**src/rtl/dskip_pkg.sv**
```systemverilog
// Shared types and decode for the decrement-and-skip executor.
// Assumes a 16-bit instruction word with the opcode in the top six bits.
package dskip_pkg;

    typedef enum logic [1:0] {
        ST_IDLE = 2'd0,
        ST_EXEC = 2'd1,
        ST_NOP  = 2'd2
    } seq_state_e;

    localparam logic [5:0] OPC_DEC_SKIP_Z  = 6'b001011;
    localparam logic [5:0] OPC_DEC_SKIP_NZ = 6'b010011;

    typedef struct packed {
        logic       legal;
        logic       zero_form;
        logic       to_file;
        logic       use_bank;
        logic [7:0] foff;
    } dec_t;

    // Split an instruction word into its control fields.
    function automatic dec_t decode_word(input logic [15:0] iw);
        dec_t r;
        r.zero_form = (iw[15:10] == OPC_DEC_SKIP_Z);
        r.legal     = r.zero_form || (iw[15:10] == OPC_DEC_SKIP_NZ);
        r.to_file   = iw[9];
        r.use_bank  = iw[8];
        r.foff      = iw[7:0];
        return r;
    endfunction

endpackage

```
**src/rtl/dskip_addr_gen.sv**
```systemverilog
// Operand address former. Purely combinational.
// Assumes ADDR_W = BANK_W + F_W and ACC_SPLIT fits in F_W bits.
// Picks bank mode, indexed mode (extended, low offsets only) or the
// split access bank (low page / top page).
module dskip_addr_gen #(
    parameter int BANK_W    = 4,
    parameter int F_W       = 8,
    parameter int ADDR_W    = BANK_W + F_W,
    parameter int ACC_SPLIT = 'h60
) (
    input  logic              use_bank,
    input  logic              ext_en,
    input  logic [F_W-1:0]    foff,
    input  logic [BANK_W-1:0] bank,
    input  logic [ADDR_W-1:0] base,
    output logic [ADDR_W-1:0] addr
);
    localparam int HI_W = ADDR_W - F_W;
    localparam logic [F_W-1:0] SPLIT = F_W'(ACC_SPLIT);

    logic low_off;
    assign low_off = (foff < SPLIT);

    // Select the address source by mode.
    always_comb begin
        if (use_bank)
            addr = {bank, foff};
        else if (ext_en && low_off)
            addr = base + {{HI_W{1'b0}}, foff};
        else if (low_off)
            addr = {{HI_W{1'b0}}, foff};
        else
            addr = {{HI_W{1'b1}}, foff};
    end
endmodule

```
**src/rtl/dskip_seq.sv**
```systemverilog
// Phase and no-op cycle sequencer. Accepts start only when idle, runs four
// phases of execution, then 0, 1 or 2 four-phase no-op cycles on a skip.
// Assumes skip_now is valid during the last execution phase.
module dskip_seq
    import dskip_pkg::*;
(
    input  logic       clk,
    input  logic       rst_n,
    input  logic       start,
    input  logic       skip_now,
    input  logic       two_word,
    output logic       accept,
    output logic       in_exec,
    output logic       in_nop,
    output logic [1:0] phase,
    output logic [1:0] skip_cnt
);
    seq_state_e st_q;
    logic [1:0] ph_q;
    logic [1:0] nop_left_q;
    logic [1:0] skip_cnt_q;

    assign accept   = (st_q == ST_IDLE) && start;
    assign in_exec  = (st_q == ST_EXEC);
    assign in_nop   = (st_q == ST_NOP);
    assign phase    = ph_q;
    assign skip_cnt = skip_cnt_q;

    // Advance phases and choose the flush length at the end of Q4.
    always_ff @(posedge clk) begin
        if (!rst_n) begin
            st_q       <= ST_IDLE;
            ph_q       <= 2'd0;
            nop_left_q <= 2'd0;
            skip_cnt_q <= 2'd0;
        end else begin
            case (st_q)
                ST_IDLE: begin
                    ph_q <= 2'd0;
                    if (start) begin
                        st_q       <= ST_EXEC;
                        skip_cnt_q <= 2'd0;
                    end
                end
                ST_EXEC: begin
                    ph_q <= ph_q + 2'd1;
                    if (ph_q == 2'd3) begin
                        if (skip_now) begin
                            st_q       <= ST_NOP;
                            nop_left_q <= two_word ? 2'd2 : 2'd1;
                            skip_cnt_q <= two_word ? 2'd2 : 2'd1;
                        end else begin
                            st_q <= ST_IDLE;
                        end
                    end
                end
                ST_NOP: begin
                    ph_q <= ph_q + 2'd1;
                    if (ph_q == 2'd3) begin
                        nop_left_q <= nop_left_q - 2'd1;
                        if (nop_left_q == 2'd1) st_q <= ST_IDLE;
                    end
                end
                default: st_q <= ST_IDLE;
            endcase
        end
    end

    // A flush only begins straight after the last execution phase.
    assert_flush_after_q4_R8: assert property (@(posedge clk) disable iff (!rst_n)
        $rose(in_nop) |-> $past(in_exec && ph_q == 2'd3));
    // Reported no-op count never exceeds two.
    assert_skip_range_R9: assert property (@(posedge clk) disable iff (!rst_n)
        skip_cnt_q <= 2'd2);
endmodule

```
**src/rtl/dskip_exec.sv**
```systemverilog
// Top of the decrement-and-skip executor. Latches the instruction and its
// addressing context at start, reads the operand in Q2, decrements in Q3,
// writes W or the file in Q4, and requests a flush on a skip.
// Assumes rf_rdata is a combinational function of rf_addr.
module dskip_exec
    import dskip_pkg::*;
#(
    parameter int BANK_W    = 4,
    parameter int F_W       = 8,
    parameter int DATA_W    = 8,
    parameter int ACC_SPLIT = 'h60,
    parameter int ADDR_W    = BANK_W + F_W
) (
    input  logic              clk,
    input  logic              rst_n,
    input  logic              start,
    input  logic [15:0]       instr,
    input  logic              ext_en,
    input  logic [BANK_W-1:0] bank_sel,
    input  logic [ADDR_W-1:0] idx_base,
    input  logic              next_two_word,
    output logic [ADDR_W-1:0] rf_addr,
    output logic              rf_rd_en,
    input  logic [DATA_W-1:0] rf_rdata,
    output logic              rf_wr_en,
    output logic [DATA_W-1:0] rf_wdata,
    output logic              w_we,
    output logic [DATA_W-1:0] w_data,
    output logic              flush_req,
    output logic [1:0]        skip_cycles,
    output logic              illegal,
    output logic              busy,
    output logic [1:0]        q_phase
);
    logic [15:0]       iw_q;
    logic              ext_q;
    logic [BANK_W-1:0] bank_q;
    logic [ADDR_W-1:0] base_q;
    logic [DATA_W-1:0] opnd_q;
    logic [DATA_W-1:0] res_q;
    logic              illegal_q;
    dec_t              dec;
    logic              accept, in_exec, in_nop, skip_now;
    logic [1:0]        phase;

    assign dec = decode_word(iw_q);

    dskip_addr_gen #(
        .BANK_W(BANK_W), .F_W(F_W), .ADDR_W(ADDR_W), .ACC_SPLIT(ACC_SPLIT)
    ) addr_i (
        .use_bank(dec.use_bank),
        .ext_en  (ext_q),
        .foff    (dec.foff[F_W-1:0]),
        .bank    (bank_q),
        .base    (base_q),
        .addr    (rf_addr)
    );

    // Skip decision from the opcode's sense and the Q3 result.
    assign skip_now = dec.legal && (dec.zero_form ? (res_q == '0) : (res_q != '0));

    dskip_seq seq_i (
        .clk     (clk),
        .rst_n   (rst_n),
        .start   (start),
        .skip_now(skip_now),
        .two_word(next_two_word),
        .accept  (accept),
        .in_exec (in_exec),
        .in_nop  (in_nop),
        .phase   (phase),
        .skip_cnt(skip_cycles)
    );

    // Capture the instruction context when a new instruction is accepted.
    always_ff @(posedge clk) begin
        if (!rst_n) begin
            iw_q   <= '0;
            ext_q  <= 1'b0;
            bank_q <= '0;
            base_q <= '0;
        end else if (accept) begin
            iw_q   <= instr;
            ext_q  <= ext_en;
            bank_q <= bank_sel;
            base_q <= idx_base;
        end
    end

    // Operand read (Q2), decrement (Q3) and decode flag (Q1).
    always_ff @(posedge clk) begin
        if (!rst_n) begin
            opnd_q    <= '0;
            res_q     <= '0;
            illegal_q <= 1'b0;
        end else begin
            if (accept) illegal_q <= 1'b0;
            else if (in_exec && phase == 2'd0) illegal_q <= !dec.legal;
            if (in_exec && phase == 2'd1 && dec.legal) opnd_q <= rf_rdata;
            if (in_exec && phase == 2'd2) res_q <= opnd_q - DATA_W'(1);
        end
    end

    assign rf_rd_en    = in_exec && (phase == 2'd1) && dec.legal;
    assign rf_wr_en    = in_exec && (phase == 2'd3) && dec.legal && dec.to_file;
    assign w_we        = in_exec && (phase == 2'd3) && dec.legal && !dec.to_file;
    assign rf_wdata    = res_q;
    assign w_data      = res_q;
    assign flush_req   = in_nop;
    assign illegal     = illegal_q;
    assign busy        = in_exec || in_nop;
    assign q_phase     = phase;

    // Only one destination is written per instruction.
    assert_one_dest_R4: assert property (@(posedge clk) disable iff (!rst_n)
        !(rf_wr_en && w_we));
    // No write lands while the discarded instruction is being flushed.
    assert_no_write_in_flush_R8: assert property (@(posedge clk) disable iff (!rst_n)
        flush_req |-> !(rf_wr_en || w_we));
    // A rejected opcode stays silent on every strobe.
    assert_illegal_quiet_R10: assert property (@(posedge clk) disable iff (!rst_n)
        illegal |-> !(rf_rd_en || rf_wr_en || w_we || flush_req));
    // Reads happen only in the second phase of an execution cycle.
    assert_read_in_q2_R2: assert property (@(posedge clk) disable iff (!rst_n)
        rf_rd_en |-> (busy && q_phase == 2'd1 && !flush_req));
    // A write is followed by leaving Q4.
    assert_write_leaves_q4_R2: assert property (@(posedge clk) disable iff (!rst_n)
        (rf_wr_en || w_we) |=> (q_phase == 2'd0));
endmodule

```
**config.mk**
```make
export PLATFORM = sky130hd
export DESIGN_NAME = dskip_exec
export DESIGN_NICKNAME = d
export VERILOG_FILES = /design/src/rtl/dskip_pkg.sv /design/src/rtl/dskip_addr_gen.sv /design/src/rtl/dskip_seq.sv /design/src/rtl/dskip_exec.sv
export SDC_FILE = /design/constraint.sdc
export NUM_CORES = 1
export LEC_CHECK = 0
export ABC_AREA = 1
export BUFFER_PORTS_ARGS = -buffer_cell sky130_fd_sc_hd__buf_4
export CAP_MARGIN = 10
export CORE_ASPECT_RATIO = 0.9
export CORE_MARGIN = 2
export CORE_UTILIZATION = 46
export DETAILED_ROUTE_END_ITERATION = 8
export PLACE_DENSITY = 0.81
export SYNTH_ARGS = -nofsm -noshare
export SYNTH_HDL_FRONTEND = slang
export SYNTH_HIERARCHICAL = 1
export SYNTH_SLANG_ARGS = --single-unit
export TNS_END_PERCENT = 20
```
**constraint.sdc**
```tcl
create_clock -name clk -period 2.25 [get_ports clk]
set_input_delay 0.225 -clock clk [delete_from_list [all_inputs] [get_ports clk]]
set_output_delay 0.225 -clock clk [all_outputs]
set_load 0.05 [all_outputs]
```
==> flow_summary.toml <==
[status]
status = "finished clean"

[synth]
synth_warnings = 6
synth_seq_area_share_pct = 34.26
synth_flop_cell = "dfxtp_1"
avgSynthCellArea_um2 = 6.620
syn-num-nets = 574
synth_cell_types = 36
yosysMostFrequentCell = "nor2_1"
syn_area_um2 = 3390
async_flop_share_pct = 0
yosysTopAreaCellShare_pct = 34.26
synth_edf_count = 0
synth_largest_area_cell = "dfxtp_1"
syn_inst = 512
synth_area_leaders = "dfxtp_1, nor2_1, nand2_1"
ys_ff_latch = 58
synth_commonest_cells = "nor2_1, nand2_1, dfxtp_1"

[sta]
slew_viol_final = 0
whs_ps = 102.6
tns_ps = 0
maxSlewHeadroom_pct = 66.49
max_slew.worst_pin.slew_ps = 502.6
finalCritPeriodShare_pct = 97.00
finalSetupViolCount = 0
max_freq_mhz = 458.2
fin_skew_ps = 11.68
hold_viol_final = 0
min_period_ps = 2182
rsz0062_at_grt = "true"

[critical_path]
cp_max_fo = 3
slowest_stage = "dfxtp_2"
path_cells = "ha_4, inv_2, fa_2, inv_2, nand3_2, nand3_4, nand2_2, nand2_1, nand2_1, nand3_1, o21ai_1, inv_1, buf_6"
worstSetupStartpointType = "flop"
worstPathRequired_ps = 2030
worst_setup_path_end_kind = "output port"
cpPeakStageDelay_ps = 350
worstSetupPathType = "flop to output port"
arrival_ps = 1960

[clocking]
cts_buffers = 9
insertion_delay_ps = 340
tritoncts = "yes"
hold_buffers = 0
clock-sinks = 58
clk_path_buf_depth = 2
cts.htree.levels = 3
clk_pin_slew_ps = 70
root_buffer = "clkbuf_8"

[die]
io_pins = 83
coreArea_um2 = 7112
die_x_um = 94.49
row_count = 29
die_h_um = 85.44
start_util_pct = 47.66
die_area_um2 = 8072

[placed_design]
dp_hpwl_um = 5676
portBuffers = 82
routabilityCongestion = 0.9346

[route]
route.detailed.drc = 0
wl_um = 8058
first_iter_violations = 140
avgRoutedWirePerCell_um = 11.82
drt_pass1_iterations = 4
vias = 3371
routed_via_density = 4.943
postRouteAntennaNets = 0

[grt]
grt_overflow = 0
grt_pass1_wl_um = 13210
grt_max_degree = 58
antenna_found_initial = 0
first_global_vias = 3136
grtUsageTotal_pct = 20.60

[power_and_ir_drop]
vdd_drop_max_uv = 823.8
p_leak_uw = 0.002227
powerDensity_nw_per_um2 = 1116

[cells_and_area]
nets = 648
utilization_pct = 61.08
area_growth_syn_to_layout_pct = 28.17
drive_above_1_share_pct = 25.30
diodes = 0

[worst_hold_path]
hp-class = "input pin to flop"

[flow_run]
drv_cap = 0
==> layout make-up <==
type / count / area, um2
clock buffer: 11 / 151.4
clock inverter: 3 / 40.04
fill: 668 / 2768
inverter: 59 / 221.5
multi-input combinational: 372 / 1981
sequential: 58 / 1170
tap: 93 / 116.4
timing repair buffer: 86 / 664.4
==> metrics by stage <==
step | instance area [um2] | std cells | setup WS (ps) | power, uW
global placement | 3983 | 666 | 258.5 | 3637
global route | 4344 | 682 | -54.72 | 5195
floorplan | 3390 | 512 | 171.9 | 3131
detailed placement | 3983 | 666 | 210.7 | 3695
CTS | 4217 | 682 | -0.1887 | 4705
finish | 4344 | 682 | 67.60 | 4847
==> worst paths after layout <==
kind | start | depth (start not counted) | slack, ps | endpoint
setup / recovery | base_q[0] | 13 | 70 | rf_addr[6]
hold / removal | rf_rdata[2] | 3 | 100 | opnd_q[2]
setup reg to reg | seq_i/st_q[0] | 8 | 630 | iw_q[15]
hold reg to reg | iw_q[14] | 2 | 470 | iw_q[14]
==> cells by family (layout without fill, tap and decap cells) <==
kind of cell	Yosys count	count (layout)	share of synthesized area [%]
DFF	58	58	34.26
buffers and inverters	82	159	11.07
xor gates and xnor gates	4	4	1.033
and+or+nand+nor	272	272	34.26
adders and majority gates	17	17	6.497
AOI/OAI and AO/OA	76	76	11.96
muxes	3	3	0.9228
==> cells in the final DEF, fill, tap and decap left out, drive strengths merged <==
master,count
nor2,129
nand2,105
buf,86
inv,59
dfxtp,58
o21ai,51
nand3,30
a21oi,19
ha,16
clkbuf,11
xor2,4
nand4,4
or2,2
o21bai,2
mux2i,2
clkinv,2
nor2b,1
a31oi,1
a21o,1
a21boi,1
nand3b,1
mux2,1
fa,1
bufinv,1
o21a,1
==> layer usage <==
layer	part of all wire (%)	vias to the layer above	track usage [%]	wire (um)
met4	1.4	0	6.588	111
met5	0	-	0	0
met2	50	92	36.10	4001
li1	-	1747	-	-
met1	44	1520	23.87	3527
met3	5.2	12	6.394	417
==> state kept, by name, indices dropped and copies added (netlist names) <==
register          count
bank_q                4
base_q               12
ext_q                 1
illegal               1
iw_q                 16
opnd_q                8
rf_wdata              8
seq_i/nop_left_q      2
seq_i/phase           2
seq_i/skip_cnt        2
seq_i/st_q            2
==> power breakdown <==
group / switching [uW] / leakage (uW) / internal, uW
logic: 1570 / 0.00165 / 849
clock network: 399 / 0.000101 / 555
registers: 220 / 0.000478 / 1260
==> timing repair <==
action | in CTS | in global routing
endpoints found under the setup margin | 4 | 12
resized for setup | 9 | 28
buffers inserted | 2 | 0
cloned | 0 | 0
pin swaps | 1 | 5
==> worst max-delay path, delay by kind of cell (launching register included) <==
kind,cells,cell delay (ps)
and+or+nand+nor,6,370
buffers and inverters,4,330
DFF,1,350
AOI/OAI and AO/OA,1,60
adders and majority gates,2,490
Power figures use the tool's default switching activity.
